<file path="src/rtl/sdram_chk_pkg.sv">
package sdram_chk_pkg;

  localparam logic [2:0] OP_ACT  = 3'd0;
  localparam logic [2:0] OP_RD   = 3'd1;
  localparam logic [2:0] OP_WR   = 3'd2;
  localparam logic [2:0] OP_PRE  = 3'd3;
  localparam logic [2:0] OP_PREA = 3'd4;
  localparam logic [2:0] OP_REF  = 3'd5;
  localparam logic [2:0] OP_MRS  = 3'd6;

  // Violation codes; a smaller number wins when several apply.
  localparam int ERR_BAD_OP  = 1;
  localparam int ERR_STATE   = 2;
  localparam int ERR_RFC     = 3;
  localparam int ERR_MRD     = 4;
  localparam int ERR_RRD     = 5;
  localparam int ERR_RC      = 6;
  localparam int ERR_RP      = 7;
  localparam int ERR_RCDRD   = 8;
  localparam int ERR_RCDWR   = 9;
  localparam int ERR_CDLR    = 10;
  localparam int ERR_RAS_MIN = 11;
  localparam int ERR_RAS_MAX = 12;
  localparam int ERR_WREC    = 13;

  function automatic int imax(input int a, input int b);
    return (a > b) ? a : b;
  endfunction

endpackage

</file>
<file path="src/rtl/sdram_chk_rules.sv">
// Combinational judgement of the current command against tracked state.
module sdram_chk_rules
  import sdram_chk_pkg::*;
#(
  parameter int NB        = 4,
  parameter int BW        = 2,
  parameter int CW        = 17,
  parameter int T_RCDRD   = 5,
  parameter int T_RCDWR   = 3,
  parameter int T_RAS     = 10,
  parameter int T_RAS_MAX = 100000,
  parameter int T_RC      = 15,
  parameter int T_RRD     = 3,
  parameter int T_RP      = 5,
  parameter int T_RFC     = 17,
  parameter int T_WR      = 3,
  parameter int T_CDLR    = 3,
  parameter int T_MRD     = 2,
  parameter int WL        = 1,
  parameter int BL        = 4
) (
  input  logic                   cmd_valid,
  input  logic [2:0]             cmd_op,
  input  logic [BW-1:0]          cmd_bank,
  input  logic [NB-1:0]          bank_open,
  input  logic [NB-1:0][CW-1:0]  act_age,
  input  logic [NB-1:0][CW-1:0]  pre_age,
  input  logic [NB-1:0][CW-1:0]  wr_age,
  input  logic [CW-1:0]          any_act_age,
  input  logic [CW-1:0]          any_wr_age,
  input  logic [CW-1:0]          ref_age,
  input  logic [CW-1:0]          mrs_age,
  output logic                   legal,
  output logic [3:0]             code,
  output logic [NB-1:0]          upd_act,
  output logic [NB-1:0]          upd_pre,
  output logic [NB-1:0]          upd_wr,
  output logic                   upd_any_act,
  output logic                   upd_any_wr,
  output logic                   upd_ref,
  output logic                   upd_mrs
);
  localparam int WDATA = WL + BL / 2;
  localparam logic [CW-1:0] L_RCDRD  = CW'(T_RCDRD);
  localparam logic [CW-1:0] L_RCDWR  = CW'(T_RCDWR);
  localparam logic [CW-1:0] L_RAS    = CW'(T_RAS);
  localparam logic [CW-1:0] L_RASMAX = CW'(T_RAS_MAX);
  localparam logic [CW-1:0] L_RC     = CW'(T_RC);
  localparam logic [CW-1:0] L_RRD    = CW'(T_RRD);
  localparam logic [CW-1:0] L_RP     = CW'(T_RP);
  localparam logic [CW-1:0] L_RFC    = CW'(T_RFC);
  localparam logic [CW-1:0] L_WREC   = CW'(WDATA + T_WR);
  localparam logic [CW-1:0] L_CDLR   = CW'(WDATA + T_CDLR);
  localparam logic [CW-1:0] L_MRD    = CW'(T_MRD);

  logic          sel_open;
  logic [CW-1:0] sel_act, sel_pre, sel_wr;
  logic          all_ras_min, all_ras_max, all_wrec, all_rp, any_open;
  logic [15:0]   viol;

  assign sel_open = bank_open[cmd_bank];
  assign sel_act  = act_age[cmd_bank];
  assign sel_pre  = pre_age[cmd_bank];
  assign sel_wr   = wr_age[cmd_bank];
  assign any_open = |bank_open;

  // Rules that span every bank (precharge-all, refresh, mode write).
  always_comb begin
    all_ras_min = 1'b0;
    all_ras_max = 1'b0;
    all_wrec    = 1'b0;
    all_rp      = 1'b0;
    for (int b = 0; b < NB; b++) begin
      if (bank_open[b]) begin
        if (act_age[b] < L_RAS)    all_ras_min = 1'b1;
        if (act_age[b] > L_RASMAX) all_ras_max = 1'b1;
        if (wr_age[b] < L_WREC)    all_wrec    = 1'b1;
      end
      if (pre_age[b] < L_RP) all_rp = 1'b1;
    end
  end

  always_comb begin
    viol = '0;
    viol[ERR_RFC] = (ref_age < L_RFC);
    viol[ERR_MRD] = (mrs_age < L_MRD);
    case (cmd_op)
      OP_ACT: begin
        viol[ERR_STATE] = sel_open;
        viol[ERR_RRD]   = (any_act_age < L_RRD);
        viol[ERR_RC]    = (sel_act < L_RC);
        viol[ERR_RP]    = (sel_pre < L_RP);
      end
      OP_RD: begin
        viol[ERR_STATE] = !sel_open;
        viol[ERR_RCDRD] = (sel_act < L_RCDRD);
        viol[ERR_CDLR]  = (any_wr_age < L_CDLR);
      end
      OP_WR: begin
        viol[ERR_STATE] = !sel_open;
        viol[ERR_RCDWR] = (sel_act < L_RCDWR);
      end
      OP_PRE: begin
        viol[ERR_RAS_MIN] = sel_open && (sel_act < L_RAS);
        viol[ERR_RAS_MAX] = sel_open && (sel_act > L_RASMAX);
        viol[ERR_WREC]    = sel_open && (sel_wr < L_WREC);
      end
      OP_PREA: begin
        viol[ERR_RAS_MIN] = all_ras_min;
        viol[ERR_RAS_MAX] = all_ras_max;
        viol[ERR_WREC]    = all_wrec;
      end
      OP_REF, OP_MRS: begin
        viol[ERR_STATE] = any_open;
        viol[ERR_RP]    = all_rp;
      end
      default: viol[ERR_BAD_OP] = 1'b1;
    endcase
  end

  // Lowest-numbered violation wins.
  always_comb begin
    code = 4'd0;
    for (int i = 15; i >= 0; i--) begin
      if (viol[i]) code = 4'(i);
    end
  end

  assign legal = cmd_valid && (code == 4'd0);

  always_comb begin
    for (int b = 0; b < NB; b++) begin
      upd_act[b] = legal && (cmd_op == OP_ACT) && (cmd_bank == BW'(b));
      upd_wr[b]  = legal && (cmd_op == OP_WR)  && (cmd_bank == BW'(b));
      upd_pre[b] = legal && (((cmd_op == OP_PRE) && (cmd_bank == BW'(b)))
                             || (cmd_op == OP_PREA));
    end
  end

  assign upd_any_act = legal && (cmd_op == OP_ACT);
  assign upd_any_wr  = legal && (cmd_op == OP_WR);
  assign upd_ref     = legal && (cmd_op == OP_REF);
  assign upd_mrs     = legal && (cmd_op == OP_MRS);
endmodule

</file>
<file path="config.mk">
export PLATFORM = sky130hd
export DESIGN_NAME = sdram_chk_rules
export DESIGN_NICKNAME = d
export VERILOG_FILES = /design/src/rtl/sdram_chk_pkg.sv /design/src/rtl/sdram_chk_rules.sv
export SDC_FILE = /design/constraint.sdc
export NUM_CORES = 1
export LEC_CHECK = 0
export BUFFER_PORTS_ARGS = -buffer_cell sky130_fd_sc_hd__buf_2
export CAP_MARGIN = 20
export CORE_AREA = 4 4 115 117
export DETAILED_ROUTE_END_ITERATION = 6
export DIE_AREA = 0 0 119 121
export GPL_TIMING_DRIVEN = 0
export PLACE_DENSITY = 0.56
export SLEW_MARGIN = 10
export SYNTH_ARGS = -nofsm -noshare
export SYNTH_HDL_FRONTEND = slang
export SYNTH_SLANG_ARGS = --single-unit
</file>
<file path="constraint.sdc">
create_clock -name vclk -period 5.8
set_clock_uncertainty 0.15 [all_clocks]
set_input_delay 1.45 -clock vclk [all_inputs]
set_output_delay 1.45 -clock vclk [all_outputs]
set_load 0.01 [all_outputs]
</file>
==> results of run 1 <==
[metrics by stage]
step,total power (W),hold WS (ns)
floorplan,0.0000875,2.94
global placement,0.000220,3.24
detailed placement,0.000224,3.27
CTS,0.000225,3.27
global route,0.000245,3.32
finish,0.000225,3.27
[cells by family (layout without fill, tap and decap cells)]
kind of cell           count (synthesis)  after routing  synth area share, %
AO/OA/AOI/OAI                         67             67                 22.6
AND/OR/NAND/NOR                      192            192                 53.6
buffers and inverters                 11            307                 4.45
multiplexers                          18             18                 19.3
[cell type report]
type | instances | area share (%)
Inverter | 5 | 0.489
Tap cell | 172 | 5.61
Timing Repair Buffer | 296 | 38.6
Multi-Input combinational cell | 277 | 53.3
Buffer | 6 | 1.96
[layer usage]
layer | GRT usage, % | vias up | part of all wire [%]
li1 | - | 1808 | -
met1 | 20.2 | 1713 | 40
met2 | 32.4 | 175 | 52
met3 | 1.86 | 4 | 6.8
met4 | 1.16 | 0 | 0.47
met5 | 0 | - | 0
[critical path: stages]
cell and delay [ns]:
buf_6 0.12, buf_8 0.18, mux4_2 0.56, or3_1 0.37
nor4_4 0.26, nand3_1 0.17, o311a_1 0.17, nor4b_2 0.18
o21ai_2 0.25, nor3_1 0.10, buf_2 0.16
[report_power, final]
group	total [W]	internal [W]	leakage (nW)	switching (W)
Clock	0	0	0	0
Combinational	0.000225	0.000117	1.82	0.000107
Sequential	0	0	0	0
[layout by cell type, fill, tap and decap left out, types with 8 or more instances in the layout]
| cell | count |
|---|---|
| nor4_1 | 44 |
| buf_2 | 296 |
| a21oi_1 | 14 |
| nand2_1 | 19 |
| nor2_1 | 28 |
| nor3_1 | 21 |
| nand3_1 | 14 |
| mux4_2 | 10 |
| o21a_1 | 8 |
| o21ai_0 | 12 |
| nand4_1 | 15 |
[cells in the mapped netlist (3+ instances only)]
cell / count / area share [%]
o22ai_1: 6 / 1.8
nand4_1: 15 / 4.4
inv_1: 5 / 0.89
mux4_2: 10 / 11
nor2b_1: 3 / 0.89
o21ai_0: 12 / 2.8
nor3_1: 21 / 5.0
nand3_1: 14 / 3.3
mux4_1: 6 / 7.5
or3_1: 5 / 1.5
a21oi_1: 14 / 3.3
nor2_1: 28 / 5.0
nor4_1: 48 / 14
and3_1: 3 / 0.89
nand2_1: 19 / 3.4
o21a_1: 8 / 2.8
a211oi_1: 5 / 1.8
nand2b_1: 5 / 1.5
and2_1: 3 / 0.89
[repair_timing]
| action | in CTS | in global routing |
|---|---|---|
| hold endpoints to repair | 0 | 0 |
| setup endpoints to repair | 7 | 7 |
| gates resized for setup | 2 | 3 |
[path summary, 6_finish.rpt]
check | cells after the start | slack (ns) | startpoint | end
max | 11 | 0.22 | cmd_bank[0] | legal
min | 5 | 3.27 | cmd_op[1] | code[3]
==> flow_summary_export.csv, run 1 <==
group,metric,value,unit
status,status,"complete, no violations",
routing,wl_per_cell,17.5,um
sta,setup_slack,0.220,ns
power_and_ir_drop,p_per_area,58.6,mW/mm^2
finish,fill_cells,1382,
global_routing,grt_usage,16.6,%
routing,via_per_inst,4.89,
finish,seq_cells,0,
die,num_io_pins,303,
die,chipHeight,121,um
finish,num-nets-final,868,
global_routing,antenna_found_initial,0,
worst_setup_path,start_kind,"input pin",
routing,routed_wl,13200,um
die,initial_core_util,17.1,%
place,dpl_cell_area,0.00381,mm^2
synth,avgSynthCellArea,7.32,um^2
finish,n_antenna_cell,0,
sta,fmax,179,MHz
die,dieArea,0.0144,mm^2
routing,drt_iter0_drc,129,
routing,drtPass1Iterations,4,
finish,clockBufferCount,0,
finish,multi_input_area,0.00205,mm^2
sta,hold_viol,0,
die,die_w,119,um
worst_setup_path,cp_max_fo,10,
synth,yosysSeqAreaShare,0,%
finish,finalNonFillerCells,756,
global_routing,grt_pass1_vias,3841,
synth,synth_cells,288,
die,coreArea,0.0124,mm^2
place,hpwl,12200,um
synth,synth_fp_nets,570,
sta,tightest_slew,0.607,ns
job,cap_violations,0,
finish,stdcell_area,0.00384,mm^2
finish,area_growth,81.9,%
clock_network,cts_setup_buffers,0,
sta,fin_crit_sh,96.2,%
finish,drive_gt1_share,58.0,%
worst_setup_path,crit_type,"input pin to output pin",
place,gp_congestion,0.906,
finish,seq_area,0,um^2
global_routing,grt_pass1_wl,19400,um
sta,relSlewSlack,59.2,%
routing,remaining_drc_errors,0,
routing,vias,3700,
die,fp-row-count,41,
place,place_inst,756,
clock_network,ctsHoldBuffers,0,
routing,antenna_left,0,
global_routing,grt_max_degree,11,
worst_setup_path,crit_arrival,3.98,ns
worst_setup_path,critPathRequiredTime,4.20,ns
finish,final_util,31.0,%
global_routing,grt_overflow,0,
synth,yosysWarnings,0,
worst_setup_path,endpoint_kind,"output pin",
synth,synth_cell_types,66,
power_and_ir_drop,ir_worst_vdd,0.0268,mV
sta,slew_viol_final,0,
place,dpl_worst_slack,-0.114,ns
synth,synthesis.area,0.00211,mm^2
sta,rsz0062_at_grt,"false",
sta,min_period,5.58,ns
sta,setup_viol,0,
hold_path,holdCritPathClass,"input pin to output pin",
sta,tns,0,ns
place,port_buffers,296,
power_and_ir_drop,p_leak,1.82,nW
Power figures use the tool's default switching activity.
==> run 2: changes to the inputs <==
ABC_AREA = 1   (was default)
CORE_AREA = 4 4 114 116   (was 4 4 115 117)
DIE_AREA = 0 0 118 120   (was 0 0 119 121)
PLACE_DENSITY = 0.64   (was 0.56)
==> flow_summary_export.csv, run 2 <==
group,metric,value,unit
status,status,"complete, no violations",
routing,wl_met1,6630,um
die,num_io_pins,303,
synth,netlist.area_leader.share,30.8,%
finish,seq_cells,0,
routing,drt_iter0_drc,351,
place,port_buffers,296,
sta,setup_slack,0.315,ns
hold_path,hold_path_end,"upd_ref",
finish,n_antenna_cell,0,
worst_setup_path,crit_arrival,3.88,ns
synth,yosysWarnings,0,
synth,synth_cell_types,25,
sta,slew_viol_final,0,
synth,synth_top_family_by_area,"simple AND/OR/NAND/NOR gates",
synth,synth_xor_area_share,0,%
finish,multi_input_area,0.00252,mm^2
synth,synthesis.area,0.00288,mm^2
power_and_ir_drop,p_per_area,60.2,mW/mm^2
place,dpl_worst_slack,-0.139,ns
sta,fmax,182,MHz
worst_setup_path,critPathMaxStageDelay,0.22,ns
place,hpwl,14600,um
sta,relSlewSlack,63.5,%
sta,tightest_slew,0.543,ns
worst_setup_path,critPathRequiredTime,4.20,ns
global_routing,grt_usage,21.3,%
die,fp-row-count,40,
worst_setup_path,cpMaxStageDelayCell,"nor3_4",
synth,yosysMostFrequentCell,"nand2_1",
synth,avgSynthCellArea,4.22,um^2
sta,tns,0,ns
hold_path,holdCritPathClass,"input pin to output pin",
job,cap_violations,0,
routing,antenna_left,0,
synth,synth_cells,681,
sta,hold_viol,0,
sta,setup_viol,0,
die,initial_core_util,24.1,%
synth,synth_commonest_cells,"nand2_1 (236), nor2_1 (177), inv_1 (83)",
global_routing,grt_pass1_vias,5183,
finish,final_common_cell,"buf_2",
worst_setup_path,start_kind,"input pin",
hold_path,hp-start,"cmd_op[0]",
routing,routed.top_layer,"met4",
synth,yosysSeqAreaShare,0,%
finish,clockBufferCount,0,
finish,num-nets-final,1265,
worst_setup_path,endpoint_kind,"output pin",
global_routing,antenna_found_initial,0,
synth,muxShareOfSynthArea,0,%
synth,yosys.area_share.simple,78.4,%
worst_setup_path,cp_common_cell,"nor2_1",
synth,synthAdderAreaFrac,0,%
routing,vias,5251,
die,chipHeight,120,um
global_routing,grt_pass1_wl,24800,um
global_routing,grt_overflow,0,
routing,met3_wirelength,1370,um
routing,dr_wl_met2,7930,um
worst_setup_path,crit_chain,"buf_6, inv_2, clkbuf_4, nand3_1, nand2_1, nor2_2, nand2_1, nor2_2, nand3_2, nor3_4, nor2_1, nand3_1, nor2_1, nor2_1, nand2_1, nor2_2, nand4_1, buf_4, nor2_1, buf_2",
die,dieArea,0.0142,mm^2
hold_path,worstHoldPathCells,4,
worst_setup_path,cp_max_fo,10,
finish,area_growth,61.4,%
routing,wl_per_cell,14.3,um
power_and_ir_drop,power,0.000279,W
sta,fin_crit_sh,94.6,%
finish,fill_cells,1467,
global_routing,grt_max_degree,11,
power_and_ir_drop,p_leak,2.86,nW
routing,routed_wl,16200,um
routing,via_per_inst,4.66,
synth,synth_fp_nets,963,
worst_setup_path,crit_start,"cmd_bank[0]",
finish,drive_gt1_share,34.3,%
routing,drtPass1Iterations,5,
die,die_w,118,um
sta,rsz0062_at_grt,"false",
finish,seq_area,0,um^2
place,gp_congestion,0.947,
synth,yosys.area.top_type,"nand2_1",
die,coreArea,0.0119,mm^2
worst_setup_path,crit_type,"input pin to output pin",
routing,remaining_drc_errors,0,
sta,min_period,5.48,ns
synth,synth_compound_area_share,8.09,%
synth,ys_top_cells_by_area,"nand2_1 (31%), nor2_1 (23%), inv_1 (11%)",
finish,mostFrequentLayoutCells,"buf_2 (299), nand2_1 (234), nor2_1 (172)",
power_and_ir_drop,ir_worst_vdd,0.0222,mV
==> run 2: changes by cell type after synthesis, moves of 6 or more <==
cell     before  now
buf_2         0   11
inv_1         5   83
mux4_1        6    0
mux4_2       10    0
nand2_1      19  236
nand3_1      14   55
nor2_1       28  177
nor4_1       48   13
o21a_1        8    0
o21ai_0      12   23
o22ai_1       6    0
or2_2         1    9
==> run 2: kinds of logic (layout without fill, tap and decap cells) <==
group,count (synthesis),in the layout
simple gates,537,537
compound gates,44,44
buf+inv,100,400
==> run 2: worst max-delay path by stage <==
stage                  to  slack (ns)  cells after the start
5_1_grt         upd_wr[1]        0.03                     20
2_1_floorplan   upd_wr[0]        0.77                     18
3_5_place_dp    upd_wr[2]       -0.14                     21
6_report       upd_act[1]        0.32                     20
4_1_cts           upd_mrs        0.01                     18
3_3_place_gp   upd_act[1]       -0.11                     21
==> run 2: power by group <==
part / switching (W) / internal, W
clock network: 0 / 0
registers: 0 / 0
logic: 0.000155 / 0.000124
total: 0.000155 / 0.000124
==> run 2: layout make-up <==
| type | instances | area share, % |
|---|---|---|
| Buffer | 11 | 1.73 |
| Inverter | 89 | 7.30 |
| Multi-Input combinational cell | 581 | 54.4 |
| Tap cell | 147 | 3.96 |
| Timing Repair Buffer | 300 | 32.6 |
==> run 2: metrics by stage <==
stage | hold WS [ns] | cells | util (%) | instance area, um^2
2_1_floorplan | 2.89 | 681 | - | 2880
3_3_place_gp | 3.16 | 1124 | 38.1 | 4540
3_5_place_dp | 3.16 | 1124 | 38.1 | 4540
4_1_cts | 3.16 | 1128 | 38.4 | 4570
5_1_grt | 3.18 | 1128 | 39.0 | 4640
6_report | 3.16 | 1128 | 39.0 | 4640
==> run 2: layer usage <==
metal / global-route usage (%) / vias to the layer above
li1: - / 2757
met1: 26.6 / 2255
met2: 39.0 / 221
met3: 3.58 / 18
met4: 3.15 / 0
met5: 0 / -
==> run 2: timing repair <==
action | in CTS | in global routing
hold endpoints to repair | 0 | 0
hold buffers | 0 | 0
pin swaps | 2 | 3
resized for setup | 1 | 27
endpoints found under the setup margin | 11 | 17
buffers inserted | 4 | 0
==> run 2: worst max-delay path: cells and delay by family <==
family	cells	cell delay [ns]
buf+inv	5	0.74
simple gates	15	1.69
